[src/rtl/dau_pkg.sv]
package dau_pkg;
  localparam int MODE_W = 3;
  localparam int NMODE  = 5;

  typedef enum logic [MODE_W-1:0] {
    AM_PLAIN   = 3'd0,
    AM_POSTDEC = 3'd1,
    AM_POSTINC = 3'd2,
    AM_PREINC  = 3'd3,
    AM_INDEX   = 3'd4
  } amode_e;
endpackage

[src/rtl/dau_direct.sv]
module dau_direct #(
  parameter int          ADDR_W    = 12,
  parameter int          OFF_W     = 8,
  parameter logic [7:0]  ACC_SPLIT = 8'h60,
  localparam int         BANK_W    = ADDR_W - OFF_W
) (
  input  logic [BANK_W-1:0] bank_i,
  input  logic [OFF_W-1:0]  off_i,
  input  logic              abit_i,
  input  logic              ext_i,
  input  logic [ADDR_W-1:0] frame_i,
  output logic [ADDR_W-1:0] addr_o
);
  logic low_half;
  assign low_half = off_i < OFF_W'(ACC_SPLIT);

  always_comb begin
    if (abit_i)        addr_o = {bank_i, off_i};
    else if (!low_half) addr_o = {{BANK_W{1'b1}}, off_i};
    else if (ext_i)    addr_o = frame_i + ADDR_W'(off_i);
    else               addr_o = ADDR_W'(off_i);
  end
endmodule

[src/rtl/dau_alias_dec.sv]
module dau_alias_dec
  import dau_pkg::*;
#(
  parameter int ADDR_W       = 12,
  parameter int NPTR         = 3,
  parameter int ALIAS_BASE   = 'hFD0,
  parameter int ALIAS_STRIDE = 8
) (
  input  logic [ADDR_W-1:0]     addr_i,
  output logic [NPTR*NMODE-1:0] match_o
);
  for (genvar p = 0; p < NPTR; p++) begin : g_p
    for (genvar m = 0; m < NMODE; m++) begin : g_m
      assign match_o[p*NMODE+m] =
        addr_i == ADDR_W'(ALIAS_BASE + p*ALIAS_STRIDE + m);
    end
  end
endmodule

[src/rtl/dau_ptr_file.sv]
module dau_ptr_file #(
  parameter int ADDR_W = 12,
  parameter int BANK_W = 4,
  parameter int NPTR   = 3,
  parameter int SEL_W  = 2
) (
  input  logic                        clk_i,
  input  logic                        rst_ni,
  input  logic                        ld_en_i,
  input  logic [SEL_W-1:0]            ld_sel_i,
  input  logic [ADDR_W-1:0]           ld_data_i,
  input  logic                        upd_en_i,
  input  logic [SEL_W-1:0]            upd_sel_i,
  input  logic [ADDR_W-1:0]           upd_val_i,
  output logic [NPTR-1:0][ADDR_W-1:0] ptr_o,
  output logic [BANK_W-1:0]           bank_o
);
  for (genvar p = 0; p < NPTR; p++) begin : g_ptr
    logic [ADDR_W-1:0] ptr_q;
    // explicit load outranks auto-modify
    always_ff @(posedge clk_i or negedge rst_ni) begin
      if (!rst_ni)                                   ptr_q <= '0;
      else if (ld_en_i && ld_sel_i == SEL_W'(p))     ptr_q <= ld_data_i;
      else if (upd_en_i && upd_sel_i == SEL_W'(p))   ptr_q <= upd_val_i;
    end
    assign ptr_o[p] = ptr_q;
  end

  always_ff @(posedge clk_i or negedge rst_ni) begin
    if (!rst_ni)                                  bank_o <= '0;
    else if (ld_en_i && ld_sel_i == SEL_W'(NPTR)) bank_o <= ld_data_i[BANK_W-1:0];
  end
endmodule

[src/rtl/dau_unit.sv]
module dau_unit
  import dau_pkg::*;
#(
  parameter int         ADDR_W       = 12,
  parameter int         OFF_W        = 8,
  parameter int         WREG_W       = 8,
  parameter int         NPTR         = 3,
  parameter int         ALIAS_BASE   = 'hFD0,
  parameter int         ALIAS_STRIDE = 8,
  parameter logic [7:0] ACC_SPLIT    = 8'h60,
  localparam int        BANK_W       = ADDR_W - OFF_W,
  localparam int        SEL_W        = $clog2(NPTR + 1),
  localparam int        NALIAS       = NPTR * NMODE
) (
  input  logic              clk_i,
  input  logic              rst_ni,
  input  logic              acc_valid_i,
  input  logic [OFF_W-1:0]  offset_i,
  input  logic              abit_i,
  input  logic              ext_mode_i,
  input  logic [WREG_W-1:0] wreg_i,
  input  logic              ld_en_i,
  input  logic [SEL_W-1:0]  ld_sel_i,
  input  logic [ADDR_W-1:0] ld_data_i,
  output logic [ADDR_W-1:0] eff_addr_o,
  output logic              indirect_o,
  output logic              suppress_o
);
  logic [NPTR-1:0][ADDR_W-1:0] ptrs;
  logic [BANK_W-1:0]           bank;
  logic [ADDR_W-1:0]           dir_addr, cur_ptr, tgt, nxt;
  logic [NALIAS-1:0]           src_match, tgt_match;
  logic                        ind_hit, tgt_hit, modify, upd_en;
  logic [SEL_W-1:0]            ind_sel;
  amode_e                      ind_mode;

  dau_direct #(.ADDR_W(ADDR_W), .OFF_W(OFF_W), .ACC_SPLIT(ACC_SPLIT)) u_direct (
    .bank_i (bank),
    .off_i  (offset_i),
    .abit_i (abit_i),
    .ext_i  (ext_mode_i),
    .frame_i(ptrs[NPTR-1]),
    .addr_o (dir_addr)
  );

  dau_alias_dec #(.ADDR_W(ADDR_W), .NPTR(NPTR), .ALIAS_BASE(ALIAS_BASE),
                  .ALIAS_STRIDE(ALIAS_STRIDE)) u_src_dec (
    .addr_i (dir_addr),
    .match_o(src_match)
  );

  always_comb begin
    ind_hit  = 1'b0;
    ind_sel  = '0;
    ind_mode = AM_PLAIN;
    for (int p = 0; p < NPTR; p++) begin
      for (int m = 0; m < NMODE; m++) begin
        if (src_match[p*NMODE+m]) begin
          ind_hit  = 1'b1;
          ind_sel  = SEL_W'(p);
          ind_mode = amode_e'(MODE_W'(m));
        end
      end
    end
  end

  always_comb begin
    cur_ptr = '0;
    for (int p = 0; p < NPTR; p++)
      if (ind_sel == SEL_W'(p)) cur_ptr = ptrs[p];
  end

  always_comb begin
    tgt    = cur_ptr;
    nxt    = cur_ptr;
    modify = 1'b0;
    unique case (ind_mode)
      AM_POSTDEC: begin nxt = cur_ptr - ADDR_W'(1); modify = 1'b1; end
      AM_POSTINC: begin nxt = cur_ptr + ADDR_W'(1); modify = 1'b1; end
      AM_PREINC:  begin tgt = cur_ptr + ADDR_W'(1); nxt = tgt; modify = 1'b1; end
      AM_INDEX:   tgt = cur_ptr + ADDR_W'(wreg_i);
      default:    ;
    endcase
  end

  dau_alias_dec #(.ADDR_W(ADDR_W), .NPTR(NPTR), .ALIAS_BASE(ALIAS_BASE),
                  .ALIAS_STRIDE(ALIAS_STRIDE)) u_tgt_dec (
    .addr_i (tgt),
    .match_o(tgt_match)
  );

  assign tgt_hit = |tgt_match;
  assign upd_en  = acc_valid_i && ind_hit && modify && !tgt_hit;

  dau_ptr_file #(.ADDR_W(ADDR_W), .BANK_W(BANK_W), .NPTR(NPTR), .SEL_W(SEL_W)) u_ptr_file (
    .clk_i    (clk_i),
    .rst_ni   (rst_ni),
    .ld_en_i  (ld_en_i),
    .ld_sel_i (ld_sel_i),
    .ld_data_i(ld_data_i),
    .upd_en_i (upd_en),
    .upd_sel_i(ind_sel),
    .upd_val_i(nxt),
    .ptr_o    (ptrs),
    .bank_o   (bank)
  );

  assign eff_addr_o = ind_hit ? tgt : dir_addr;
  assign indirect_o = ind_hit;
  assign suppress_o = ind_hit && tgt_hit;
endmodule

[config.mk]
export PLATFORM = sky130hd
export DESIGN_NAME = dau_unit
export DESIGN_NICKNAME = d
export VERILOG_FILES = /design/src/rtl/dau_pkg.sv /design/src/rtl/dau_direct.sv /design/src/rtl/dau_alias_dec.sv /design/src/rtl/dau_ptr_file.sv /design/src/rtl/dau_unit.sv
export SDC_FILE = /design/constraint.sdc
export NUM_CORES = 1
export LEC_CHECK = 0
export ABC_AREA = 1
export BUFFER_PORTS_ARGS = -buffer_cell sky130_fd_sc_hd__buf_2
export CORE_UTILIZATION = 55
export DETAILED_ROUTE_END_ITERATION = 8
export PLACE_DENSITY = 0.78
export RECOVER_POWER = 100
export SYNTH_ARGS = -nofsm -noshare
export SYNTH_HDL_FRONTEND = slang
export SYNTH_SLANG_ARGS = --single-unit
[constraint.sdc]
create_clock -name clk_i -period 5.1 [get_ports clk_i]
set_clock_uncertainty 0.15 [all_clocks]
set_input_delay 0.51 -clock clk_i [delete_from_list [all_inputs] [get_ports clk_i]]
set_output_delay 0.51 -clock clk_i [all_outputs]
set_load 0.01 [all_outputs]
* Yosys cells after proc, flatten, opt, wreduce, memory -nomap -nowiden
Index checks and enable logic that the tools add are counted.
Operators by class: reductions and logical operators 20, magnitude comparators 1, equal/unequal tests 39, add/subtract/negate cells 4, muxes and demuxes 55
Operators with widths (number):
- $eq A12 B12 Y1 const B | 30
- $mux W12 | 13
- $pmux W12 S2 | 2
- $mux W3 | 12
- $add A12 B8 Y12 | 2
- $mux W2 | 10
- $mux W1 | 18
- $reduce_or A15 Y1 | 1
- $add A12 B1 Y12 const B | 1
- $sub A12 B1 Y12 const B | 1
- $logic_and A1 B1 Y1 | 11
- $lt A8 B7 Y1 const B | 1
- $eq A2 B2 Y1 const B | 3
- $eq A3 B2 Y1 const B | 2
- $reduce_bool A2 Y1 | 3
- $eq A2 B1 Y1 const B | 2
- $logic_not A2 Y1 | 2
- $eq A3 B1 Y1 const B | 1
- $eq A3 B3 Y1 const B | 1
- $reduce_or A3 Y1 | 1
- $reduce_or A2 Y1 | 1
- $logic_not A1 Y1 | 1
Word-level totals: logic and storage cells 123, input bits 36, register bits after elaboration 40

* Depth between registers and ports, before layout
Gate-level depths: netlist of the first run.
depth after elaboration 28, depth in mapped cells 44, gate-level depth less buffers 42

* By module
From an unflattened synthesis of the first run, not the netlist that was laid out.
Unflattened totals: cells, all modules 933, area total of the unflattened synthesis 5579.1 sq um
By module, submodules not included:
- dau_unit | area an instance 2346.0 sq um, cells each 437, sequential area each 0.0 sq um, times used 1
- dau_ptr_file | area an instance 2149.6 sq um, cells each 278, sequential area each 1001.0 sq um, times used 1
- dau_direct | area an instance 720.7 sq um, cells each 132, sequential area each 0.0 sq um, times used 1
- dau_alias_dec | area an instance 181.4 sq um, cells each 43, sequential area each 0.0 sq um, times used 2

* Least setup slack after synthesis of the first run
Ideal clock, no wire load.
kind in2out, start input offset_i[0], end output suppress_o, arrival time 4641 ps, setup slack -201 ps, required time 4440 ps, cell stages on the path 38, buffers on the path 1, path through ha_1 -> inv_1 -> fa_1 -> inv_1 -> nand3_1 -> nand2_2 -> nand2_1 -> nand3_1 -> nand2_1 -> a21oi_2 -> nand2_2 -> nor2_4 -> o2111ai_4 -> buf_6 -> nand3b_2 -> nand2_1 -> nor2_4 -> ha_1 -> (+2 left out) -> nor2_1 -> a211oi_1 -> inv_1 -> nand2_1 -> inv_1 -> o21a_1 -> nor2_1 -> nor2_1 -> o21ai_0 -> nand2_1 -> nand2_1 -> o21ai_0 -> a21oi_1 -> nand2_1 -> nand2_1 -> nor2_2 -> nand3_4 -> nor2_1
Between the ends: cells in the longest elaborated chain, start to end 24
RTL lines:
- start, declared | RTL line dau_unit.sv:18 | input logic [OFF_W-1:0] offset_i,
- $add A12 B8 Y12 | RTL line dau_direct.sv:20 | else if (ext_i) addr_o = frame_i + ADDR_W'(off_i);
- $mux W12 | RTL line dau_direct.sv:20
- $mux W12 | RTL line dau_direct.sv:19 | else if (!low_half) addr_o = {{BANK_W{1'b1}}, off_i};
- $mux W12 (*) | RTL line dau_direct.sv:18 | if (abit_i) addr_o = {bank_i, off_i};
- $eq A12 B12 Y1 | RTL line dau_alias_dec.sv:15 | addr_i == ADDR_W'(ALIAS_BASE + p*ALIAS_STRIDE + m);
- $mux W1 | RTL line dau_unit.sv:58 | if (src_match[p*NMODE+m]) begin
- $mux W2 | RTL line dau_unit.sv:58
- $mux W2 / $mux W3 (equally long branches) (8 in series) | RTL line dau_unit.sv:58
- $logic_not A2 Y1 / $mux W3 (equally long branches) | RTL line dau_unit.sv:70, dau_unit.sv:58
- $mux W12 / $mux W3 (equally long branches) (3 in series) | RTL line dau_unit.sv:70, dau_unit.sv:58
- $add A12 B8 Y12 (tied with other cells) | RTL line dau_unit.sv:81 | AM_INDEX: tgt = cur_ptr + ADDR_W'(wreg_i);
- $pmux W12 S2 | RTL line dau_unit.sv:77 | unique case (ind_mode)
- $eq A12 B12 Y1 | RTL line dau_alias_dec.sv:15
- $reduce_or A15 Y1 | RTL line dau_unit.sv:92 | assign tgt_hit = |tgt_match;
- $logic_and A1 B1 Y1 (*) | RTL line dau_unit.sv:110 | assign suppress_o = ind_hit && tgt_hit;
- end, declared | RTL line dau_unit.sv:27 | output logic suppress_o
Mark *: on every way between the ends. The rest lies on a longest branch, timed or not.

* Worst setup path in the final report of the first run
start register u_ptr_file.g_ptr[2].ptr_q[0], end output suppress_o
Between the ends: cells in the longest elaborated chain, start to end 24
RTL lines:
- start, declared | RTL line dau_ptr_file.sv:19 | logic [ADDR_W-1:0] ptr_q;
- start signal, assigned | RTL line dau_ptr_file.sv:23 | else if (ld_en_i && ld_sel_i == SEL_W'(p)) ptr_q <= ld_data_i;
- start signal, assigned | RTL line dau_ptr_file.sv:24 | else if (upd_en_i && upd_sel_i == SEL_W'(p)) ptr_q <= upd_val_i;
- $add A12 B8 Y12 | RTL line dau_direct.sv:20
- $mux W12 | RTL line dau_direct.sv:20
- $mux W12 | RTL line dau_direct.sv:19
- $mux W12 | RTL line dau_direct.sv:18
- $eq A12 B12 Y1 | RTL line dau_alias_dec.sv:15
- $mux W1 | RTL line dau_unit.sv:58
- $mux W2 | RTL line dau_unit.sv:58
- $mux W2 / $mux W3 (equally long branches) (8 in series) | RTL line dau_unit.sv:58
- $logic_not A2 Y1 / $mux W3 (equally long branches) | RTL line dau_unit.sv:70, dau_unit.sv:58
- $mux W12 / $mux W3 (equally long branches) (3 in series) | RTL line dau_unit.sv:70, dau_unit.sv:58
- $add A12 B8 Y12 (tied with other cells) | RTL line dau_unit.sv:81
- $pmux W12 S2 | RTL line dau_unit.sv:77
- $eq A12 B12 Y1 | RTL line dau_alias_dec.sv:15
- $reduce_or A15 Y1 | RTL line dau_unit.sv:92
- $logic_and A1 B1 Y1 (*) | RTL line dau_unit.sv:110
Marked as above.

==> results.sh, run 1 <==
export IMPL_dr_first_iter_drc_count=632
export IMPL_holdPathEnd="u_ptr_file.g_ptr[0].ptr_q[11]$_DFFE_PN0P_"
export IMPL_vdd_drop_max_uv=302
export IMPL_synthFlopType="dfrtp_1"
export IMPL_fin_hold_ws_ns=0.366
export IMPL_async_flop_share=1.00
export IMPL_cpMostUsedCell="buf_6"
export IMPL_first_pass_iters=7
export IMPL_layout_common_cells="255 x nand2_1, 131 x buf_4, 92 x inv_1, 69 x nand3_1, 54 x o21ai_0"
export IMPL_critPathSlowestCell="fa_2"
export IMPL_mostFrequentLayoutCell="nand2_1"
export IMPL_numCtsBuffers=5
export IMPL_num_fill_cells=616
export IMPL_antenna_diode_count=0
export IMPL_design_area_sq_um=7140
export IMPL_synth_area_leaders="nand2_1 21%, dfrtp_1 20%, nand3_1 11%"
export IMPL_setup_ws_ns=-0.632
export IMPL_detail_route_antenna_nets=0
export IMPL_placed_area_sq_um=6100
export IMPL_relSlewSlack=-0.422
export IMPL_rows=34
export IMPL_path_clk_slew_ns=0.08
export IMPL_hold_class="reg -> reg"
export IMPL_finalWirelength_um=19400
export IMPL_power_density_nw_per_um2=284
export IMPL_clock_latency_ns=0.29
export IMPL_gr_total_overflow=0
export IMPL_maxCapViolCount=1
export IMPL_cp_slowest_stage_delay_ns=0.51
export IMPL_worst_setup_path_end_kind="primary output"
export IMPL_via_per_inst=5.79
export IMPL_reg2reg_slack_ns=-0.46
export IMPL_synth_warnings=0
export IMPL_grt_max_degree=41
export IMPL_synthCells=833
export IMPL_cts_root_buffer="clkbuf_8"
export IMPL_synth_distinct_cells=47
export IMPL_syn_nets=890
export IMPL_fmaxAchievable_ghz=0.174
export IMPL_start_kind="register"
export IMPL_fin_util=0.815
export IMPL_cts_tree="done"
export IMPL_crit_type="reg -> out"
export IMPL_hold_violations=0
export IMPL_hold_buffers=0
export IMPL_drc=0
export IMPL_hold_start="u_ptr_file.g_ptr[0].ptr_q[11]$_DFFE_PN0P_"
export IMPL_reg2regPathDepth=37
export IMPL_cts_sinks=40
export IMPL_fin_total_pwr_uw=2030
export IMPL_coreArea_sq_um=8760
export IMPL_path_max_fanout=7
export IMPL_slew_violations=41
export IMPL_worstPathRequired_ns=4.44
export IMPL_htreeDepth=2
export IMPL_avgSynthCellArea_sq_um=6.03
export IMPL_port_buffers=49
export IMPL_drive_gt1_frac=0.378
export IMPL_synth_edff_count=0
export IMPL_rsz0062_at_grt="yes"
export IMPL_hold_depth=2
export IMPL_die_h_um=97.6
export IMPL_netlist_area_leader_share=0.212
export IMPL_grt_usage=0.389
export IMPL_status="complete, but fails checks"
export IMPL_via_count=6519
export IMPL_grt_pass1_wl_um=29800
export IMPL_arrival_ns=5.07
export IMPL_yosysTopAreaCell="nand2_1"
export IMPL_grt_pass1_vias=6265
export IMPL_seq_area_frac_synth=0.199
export IMPL_place_congestion=0.994
export IMPL_antenna_found_initial=0
export IMPL_fin_crit_sh=1.12
export IMPL_power_leakage_uw=0.00365
export IMPL_io_pins=50
export IMPL_dieArea_sq_um=9520
export IMPL_synth_seq_cells=40
export IMPL_clockBufferDepth=2
export IMPL_die_w_um=97.6
export IMPL_wire_per_inst_um=17.2
export IMPL_min_period_ns=5.73
export IMPL_r2r_start="u_ptr_file.g_ptr[2].ptr_q[0]$_DFFE_PN0P_"
export IMPL_area_growth_pct=42.2
export IMPL_post_dp_hpwl_um=13400
export IMPL_max_slew_worst_pin_slew_ns=2.13
export IMPL_syn_area_sq_um=5020
export IMPL_start_util=0.573
export IMPL_setup_viol=46
export IMPL_fin_nets=1074
export IMPL_violations="max-capacitance violations, max-slew violations, negative setup slack"
export IMPL_r2r_end="u_ptr_file.g_ptr[2].ptr_q[0]$_DFFE_PN0P_"
## registers in the layout, summed over array words and instances, names as in the netlist
register and cells:
u_ptr_file.g_ptr.ptr_q 36, u_ptr_file.bank_o 4
## stage by stage
stage	instances	TNS, ns	setup WS, ns
after global placement	1078	-16.05	-0.436
after floorplan	833	-0.0994	-0.0994
after CTS	1116	-12.37	-0.483
after global routing	1126	-32.56	-0.953
after detailed placement	1078	-22.24	-0.574
final	1126	-18.34	-0.632
## per-layer routing
layer | vias up | routed length [um] | track usage
met5 | - | 0 | 0
met4 | 0 | 1150 | 0.196
met3 | 76 | 1780 | 0.0453
met2 | 409 | 8760 | 0.637
met1 | 2964 | 7670 | 0.506
li1 | 3070 | - | -
## synthesized netlist by cell type (5+ instances only)
| master | n |
|---|---|
| o211ai_1 | 8 |
| nand3_2 | 11 |
| nand2_2 | 12 |
| buf_6 | 6 |
| or2_2 | 5 |
| nand4_1 | 13 |
| nor3_1 | 6 |
| nand3_1 | 110 |
| nor2_1 | 48 |
| clkbuf_1 | 11 |
| nor2_2 | 10 |
| ha_1 | 19 |
| o21ai_0 | 62 |
| a21oi_1 | 15 |
| nand2_1 | 283 |
| inv_1 | 99 |
| nor2_4 | 11 |
| dfrtp_1 | 40 |
| inv_2 | 10 |
## repair_timing
action / CTS / global route
cloned: 5 / 0
pin swaps: 66 / 61
resized for setup: 74 / 81
endpoints found under the setup margin: 45 / 48
setup buffers: 27 / 11
## logic make-up (layout without fill, tap and decap cells)
| group | after synthesis | in the layout | share of synthesized area |
|---|---|---|---|
| XOR/XNOR | 6 | 6 | 0.0105 |
| flip-flops | 40 | 40 | 0.199 |
| adder cells (fa/ha/maj) | 21 | 21 | 0.0553 |
| AND/OR/NAND/NOR | 525 | 527 | 0.495 |
| buffers and inverters | 132 | 315 | 0.111 |
| AO/OA/AOI/OAI | 109 | 109 | 0.129 |
## where the power goes
group	total [uW]	internal [uW]	leakage, uW	switching, uW
clock network	217	110	0.0000455	107
registers	480	395	0.000525	85.7
logic	1330	570	0.00308	763
total	2030	1080	0.00365	956
## critical path: cells and delay by family, from the launching register on
family	cells	cell delay, ns
AOI/OAI and AO/OA	4	0.61
buffers and inverters	12	1.24
adders and majority gates	4	1.08
DFF	1	0.41
and+or+nand+nor	14	1.44
## how the worst max path moves through the flow
stage / from / end / slack, ns / cells after the start
floorplan: offset_i[0] / suppress_o / -0.1 / 38
global placement: offset_i[0] / suppress_o / -0.44 / 39
detailed placement: offset_i[0] / u_ptr_file.g_ptr[1].ptr_q[0]$_DFFE_PN0P_ / -0.57 / 42
CTS: u_ptr_file.g_ptr[2].ptr_q[0]$_DFFE_PN0P_ / suppress_o / -0.48 / 39
global route: u_ptr_file.g_ptr[2].ptr_q[0]$_DFFE_PN0P_ / suppress_o / -0.95 / 36
finish: u_ptr_file.g_ptr[2].ptr_q[0]$_DFFE_PN0P_ / suppress_o / -0.63 / 34
## cell type report
| class | instances | area, sq um | area share |
|---|---|---|---|
| clock buffers | 8 | 90.1 | 0.0126 |
| repair buffers | 196 | 1420 | 0.198 |
| multi-input cells | 663 | 4070 | 0.570 |
| flip-flops and latches | 40 | 1000 | 0.140 |
| inverters | 111 | 424 | 0.0594 |
| well taps | 108 | 135 | 0.0189 |
Power figures use the tool's default switching activity.
==> inputs of run 2 (changes only) <==
CORE_UTILIZATION = 56   (was 55)
CTS_BUF_LIST = sky130_fd_sc_hd__clkbuf_2   (was not set)
PLACE_DENSITY = 0.79   (was 0.78)
==> run 2 against run 1 <==
Against the previous run:
- the run still ends with max-capacitance violations, max-slew violations, negative setup slack left
- worst setup slack got worse by 0.27 ns
- combinational power decreased by 3%
- clock-buffer cell count decreased by 3
- critical path type unchanged
- critical endpoint is now eff_addr_o[10]
- largest cell class unchanged
- largest power group unchanged
==> results.sh, run 2 (synthesis results as in run 1) <==
export IMPL_status="complete, but fails checks"
export IMPL_violations="max-capacitance violations, max-slew violations, negative setup slack"
export IMPL_htreeDepth=2
export IMPL_wire_per_inst_um=16.7
export IMPL_gr_total_overflow=0
export IMPL_first_pass_iters=6
export IMPL_crit_type="reg -> out"
export IMPL_antenna_found_initial=0
export IMPL_fin_crit_sh=1.18
export IMPL_io_pins=50
export IMPL_clockBufferDepth=2
export IMPL_dieArea_sq_um=9350
export IMPL_vdd_drop_max_uv=250
export IMPL_path_clk_slew_ns=0.23
export IMPL_largest_reg_flops=36
export IMPL_die_w_um=96.7
export IMPL_clock_latency_ns=0.42
export IMPL_reg_largest_list="u_ptr_file.g_ptr.ptr_q: 36 flops, u_ptr_file.bank_o: 4 flops"
export IMPL_worstPathRequired_ns=4.44
export IMPL_max_slew_worst_pin_slew_ns=2.13
export IMPL_layout_common_cells="268 x nand2_1, 119 x buf_4, 92 x inv_1, 81 x nand3_1, 55 x o21ai_0"
export IMPL_area_growth_pct=37.7
export IMPL_rsz0062_at_grt="yes"
export IMPL_fin_total_pwr_uw=1950
export IMPL_num_fill_cells=646
export IMPL_fin_nets=1061
export IMPL_relSlewSlack=-0.417
export IMPL_reg2reg_slack_ns=-0.60
export IMPL_post_dp_hpwl_um=13700
export IMPL_grt_max_degree=41
export IMPL_setup_viol=49
export IMPL_detail_route_antenna_nets=0
export IMPL_via_per_inst=5.85
export IMPL_place_inst=1069
export IMPL_min_period_ns=6.00
export IMPL_numCtsBuffers=5
export IMPL_via_count=6512
export IMPL_path_max_fanout=7
export IMPL_regMostFlops="u_ptr_file.g_ptr.ptr_q"
export IMPL_cts_sinks=40
export IMPL_hold_class="in -> reg"
export IMPL_post_place_ws_ns=-0.762
export IMPL_die_h_um=96.7
export IMPL_cts_root_buffer="clkbuf_2"
export IMPL_fmaxAchievable_ghz=0.167
export IMPL_setup_ws_ns=-0.904
export IMPL_mostFrequentLayoutCell="nand2_1"
export IMPL_cpMostUsedCell="nand2_2"
export IMPL_fin_hold_ws_ns=0.277
export IMPL_start_util=0.576
export IMPL_grt_pass1_vias=6046
export IMPL_coreArea_sq_um=8720
export IMPL_start_kind="register"
export IMPL_slew_violations=41
export IMPL_dr_first_iter_drc_count=622
export IMPL_power_leakage_uw=0.00357
export IMPL_finalWirelength_um=18600
export IMPL_drc=0
export IMPL_worst_setup_path_end_kind="primary output"
export IMPL_cp_slowest_stage_delay_ns=0.47
export IMPL_place_congestion=0.991
export IMPL_fin_util=0.793
export IMPL_grt_usage=0.380
export IMPL_port_buffers=49
export IMPL_hold_violations=0
export IMPL_power_density_nw_per_um2=282
export IMPL_critPathSlowestCell="dfrtp_1"
export IMPL_drive_gt1_frac=0.347
export IMPL_antenna_diode_count=0
export IMPL_rows=34
export IMPL_grt_pass1_wl_um=29000
export IMPL_maxCapViolCount=1
export IMPL_final_cells=1113
export IMPL_cts_tree="done"
export IMPL_arrival_ns=5.34
==> run 2: layout make-up <==
class / count / area [sq um] / share of cell area
clock buffer: 5 / 25.0 / 0.00362
clock inverter: 3 / 42.5 / 0.00615
sequential: 40 / 1000 / 0.145
inverter: 111 / 427 / 0.0617
timing repair buffer: 185 / 1360 / 0.197
multi-input combinational: 661 / 3920 / 0.567
tap: 108 / 135 / 0.0195
==> run 2: repair_timing <==
action | in CTS | in global routing
resized for setup | 64 | 59
pin swaps | 47 | 56
endpoints found under the setup margin | 46 | 49
cloned | 2 | 1
hold buffers | 0 | 0
buffers inserted | 22 | 11
==> run 2: metal layers <==
metal / track usage / vias to the layer above / share of wire
met3: 0.0332 / 85 / 0.084
met2: 0.629 / 397 / 0.46
met4: 0.176 / 0 / 0.054
met1: 0.504 / 2977 / 0.40
li1: - / 3053 / -
met5: 0 / - / 0
==> run 2: stage by stage <==
step,area [sq um],TNS [ns]
floorplan,5040,-0.0994
global placement,6060,-21.48
detailed placement,6060,-28.62
CTS,6560,-24.75
global route,6910,-43.01
finish,6910,-28.04
==> run 2: worst paths after layout <==
check / startpoint / to / cells past startpoint
hold reg to reg: u_ptr_file.g_ptr[1].ptr_q[7]$_DFFE_PN0P_ / u_ptr_file.g_ptr[1].ptr_q[7]$_DFFE_PN0P_ / 2
setup / recovery: u_ptr_file.g_ptr[2].ptr_q[0]$_DFFE_PN0P_ / eff_addr_o[10] / 39
hold / removal: ld_data_i[1] / u_ptr_file.bank_o[1]$_DFFE_PN0P_ / 3
min in group asynchronous: rst_ni / u_ptr_file.g_ptr[0].ptr_q[11]$_DFFE_PN0P_ / 1
setup reg to reg: u_ptr_file.g_ptr[2].ptr_q[0]$_DFFE_PN0P_ / u_ptr_file.g_ptr[0].ptr_q[11]$_DFFE_PN0P_ / 44
max in group asynchronous: rst_ni / u_ptr_file.g_ptr[2].ptr_q[1]$_DFFE_PN0P_ / 1
==> run 2: power by group <==
part           internal, uW  switching, uW
combinational           533            758
sequential              393           71.1
clock                  81.8            111
total                  1010            940
==> run 2: critical path, delay by kind of cell (launching register included) <==
family                   cells  cell delay [ns]
buffers and inverters        8             0.72
AO/OA/AOI/OAI                7             0.74
AND/OR/NAND/NOR             20             1.89
adder cells (fa/ha/maj)      4             1.08
flip-flops                   1             0.47
==> inputs of run 3 (changes only) <==
--- a/config.mk
+++ b/config.mk
@@ -14,2 +14,3 @@
 export RECOVER_POWER = 100
+export SLEW_MARGIN = 20
 export SYNTH_ARGS = -nofsm -noshare
==> constraint.sdc (replaced) <==
create_clock -name clk_i -period 5.1 [get_ports clk_i]
set_clock_uncertainty 0.15 [all_clocks]
set_input_delay 0.255 -clock clk_i [delete_from_list [all_inputs] [get_ports clk_i]]
set_output_delay 0.255 -clock clk_i [all_outputs]
set_load 0.01 [all_outputs]
==> run 3 against run 2 <==
Against the previous run:
- the run still ends with max-capacitance violations, max-slew violations, negative setup slack left
- wire length is 0.32% lower
- cell count is 1.3% lower
- first-iteration DRC count is 3.4% higher
- clock-buffer cell count stayed put
- global-route usage is 0.56 points lower
- critical path depth stayed put
- sequential share of layout area hardly changed
- combinational power is 3% higher
- largest cell class unchanged
==> results.sh, run 3 (synthesis results as in run 1) <==
export IMPL_regArea_sq_um=1000
export IMPL_hold_violations=0
export IMPL_hold_depth=3
export IMPL_grt_pass1_wl_um=28500
export IMPL_dieArea_sq_um=9350
export IMPL_post_dp_hpwl_um=12800
export IMPL_wire_per_inst_um=16.9
export IMPL_rsz0062_at_grt="yes"
export IMPL_cts_root_buffer="clkbuf_2"
export IMPL_wl_met2_um=8480
export IMPL_path_clk_slew_ns=0.24
export IMPL_crit_type="reg -> out"
export IMPL_clockBufferDepth=2
export IMPL_fin_nets=1045
export IMPL_placed_area_sq_um=5890
export IMPL_numCtsBuffers=5
export IMPL_cts_tree="done"
export IMPL_r2r_end="u_ptr_file.g_ptr[1].ptr_q[3]$_DFFE_PN0P_"
export IMPL_setup_ws_ns=-0.744
export IMPL_largest_reg_flops=36
export IMPL_hold_start="ld_data_i[2]"
export IMPL_power_leakage_uw=0.00350
export IMPL_reg2reg_slack_ns=-0.62
export IMPL_finalWirelength_um=18600
export IMPL_drc=0
export IMPL_worst_setup_path_end_kind="primary output"
export IMPL_drive_gt1_frac=0.363
export IMPL_clock_latency_ns=0.43
export IMPL_maxCapViolCount=1
export IMPL_status="complete, but fails checks"
export IMPL_fin_hold_ws_ns=0.0351
export IMPL_min_period_ns=5.84
export IMPL_fin_crit_sh=1.15
export IMPL_hold_class="in -> reg"
export IMPL_gr_total_overflow=0
export IMPL_via_count=6442
export IMPL_rows=34
export IMPL_coreArea_sq_um=8720
export IMPL_start_util=0.576
export IMPL_post_place_ws_ns=-0.376
export IMPL_arrival_ns=5.44
export IMPL_slew_violations=41
export IMPL_die_h_um=96.7
export IMPL_die_w_um=96.7
export IMPL_reg2regPathDepth=43
export IMPL_via_per_inst=5.87
export IMPL_mostFrequentLayoutCell="nand2_1"
export IMPL_detail_route_antenna_nets=0
export IMPL_place_congestion=1.00
export IMPL_relSlewSlack=-0.411
export IMPL_critPathSlowestCell="dfrtp_1"
export IMPL_cp_depth=39
export IMPL_design_area_sq_um=6930
export IMPL_grt_max_degree=41
export IMPL_port_buffers=49
export IMPL_power_density_nw_per_um2=288
export IMPL_num_fill_cells=598
export IMPL_grt_usage=0.375
export IMPL_area_growth_pct=38.0
export IMPL_grt_pass1_vias=5847
export IMPL_fin_total_pwr_uw=2000
export IMPL_violations="max-capacitance violations, max-slew violations, negative setup slack"
export IMPL_reg_largest_list="u_ptr_file.g_ptr.ptr_q: 36 flops, u_ptr_file.bank_o: 4 flops"
export IMPL_critPathTopFamily="simple AND/OR/NAND/NOR gates"
export IMPL_vdd_drop_max_uv=282
export IMPL_fmaxAchievable_ghz=0.171
export IMPL_max_slew_worst_pin_slew_ns=2.12
export IMPL_fin_setup_tns_ns=-24.75
export IMPL_antenna_found_initial=0
export IMPL_cts_sinks=40
export IMPL_io_pins=50
export IMPL_wl_met1_um=7240
export IMPL_setup_viol=45
export IMPL_worstPathRequired_ns=4.70
export IMPL_regMostFlops="u_ptr_file.g_ptr.ptr_q"
export IMPL_htreeDepth=2
export IMPL_first_pass_iters=6
export IMPL_wl_met3_um=1780
export IMPL_layout_common_cells="253 x nand2_1, 105 x buf_4, 91 x inv_1, 72 x nand3_1, 55 x o21ai_0"
export IMPL_start_kind="register"
export IMPL_top_layer="met4"
export IMPL_cp_buffers_inverters=7
export IMPL_r2r_start="u_ptr_file.g_ptr[2].ptr_q[0]$_DFFE_PN0P_"
export IMPL_multi_input_area_sq_um=4100
export IMPL_holdPathEnd="u_ptr_file.bank_o[2]$_DFFE_PN0P_"
export IMPL_dr_first_iter_drc_count=643
export IMPL_cp_slowest_stage_delay_ns=0.46
export IMPL_path_max_fanout=7
[run 3: changes by cell type in the layout (fill, tap and decap cells not counted), sizes merged]
cell	change
buf	-17
clkbuf	-1
diode	+1
dlygate4sd3	+2
[run 3: report_power, final]
group	switching [uW]	internal, uW
Combinational	768	561
Clock	110	81.8
Sequential	81.4	393
Total	960	1040
[run 3: per-stage QoR]
step / utilization / std cells
after floorplan: - / 833
after global placement: 0.675 / 1052
after detailed placement: 0.675 / 1052
after CTS: 0.753 / 1086
after global routing: 0.794 / 1097
final: 0.795 / 1098
[run 3: repair_timing]
action | CTS | global route
resized for setup | 100 | 61
hold endpoints to repair | 41 | 0
endpoints found under the setup margin | 45 | 46
hold buffers | 2 | 0
cloned | 3 | 0
pin swaps | 58 | 33
buffers inserted | 21 | 12
[run 3: worst register-to-register path, delay by kind of cell, from the launching register on]
kind	cells	cell delay (ns)
flops	1	0.46
fa+ha+maj	4	1.07
buf+inv	8	0.85
compound gates	6	0.82
simple gates	25	2.23
[run 3: metal layers]
metal	global-route usage	vias up
met5	0	-
met4	0.184	0
met3	0.0527	90
met2	0.592	421
met1	0.503	2911
li1	-	3020
[run 3: worst max-delay path by stage]
stage / startpoint / to / slack (ns)
detailed placement: u_ptr_file.g_ptr[2].ptr_q[0]$_DFFE_PN0P_ / u_ptr_file.g_ptr[1].ptr_q[3]$_DFFE_PN0P_ / -0.38
finish: u_ptr_file.g_ptr[2].ptr_q[0]$_DFFE_PN0P_ / suppress_o / -0.74
floorplan: u_ptr_file.g_ptr[2].ptr_q[0]$_DFFE_PN0P_ / u_ptr_file.g_ptr[0].ptr_q[2]$_DFFE_PN0P_ / 0.15
global placement: u_ptr_file.g_ptr[2].ptr_q[0]$_DFFE_PN0P_ / u_ptr_file.g_ptr[1].ptr_q[8]$_DFFE_PN0P_ / -0.13
global route: u_ptr_file.g_ptr[2].ptr_q[0]$_DFFE_PN0P_ / suppress_o / -1.08
CTS: u_ptr_file.g_ptr[2].ptr_q[0]$_DFFE_PN0P_ / suppress_o / -0.43
[run 3: final cells by class]
type	count	area share
antenna	1	0.000361
clock buffer	5	0.00361
clock inverter	3	0.00614
inverter	111	0.0616
multi-input combinational	661	0.591
sequential	40	0.144
tap	108	0.0195
timing repair buffer	169	0.173
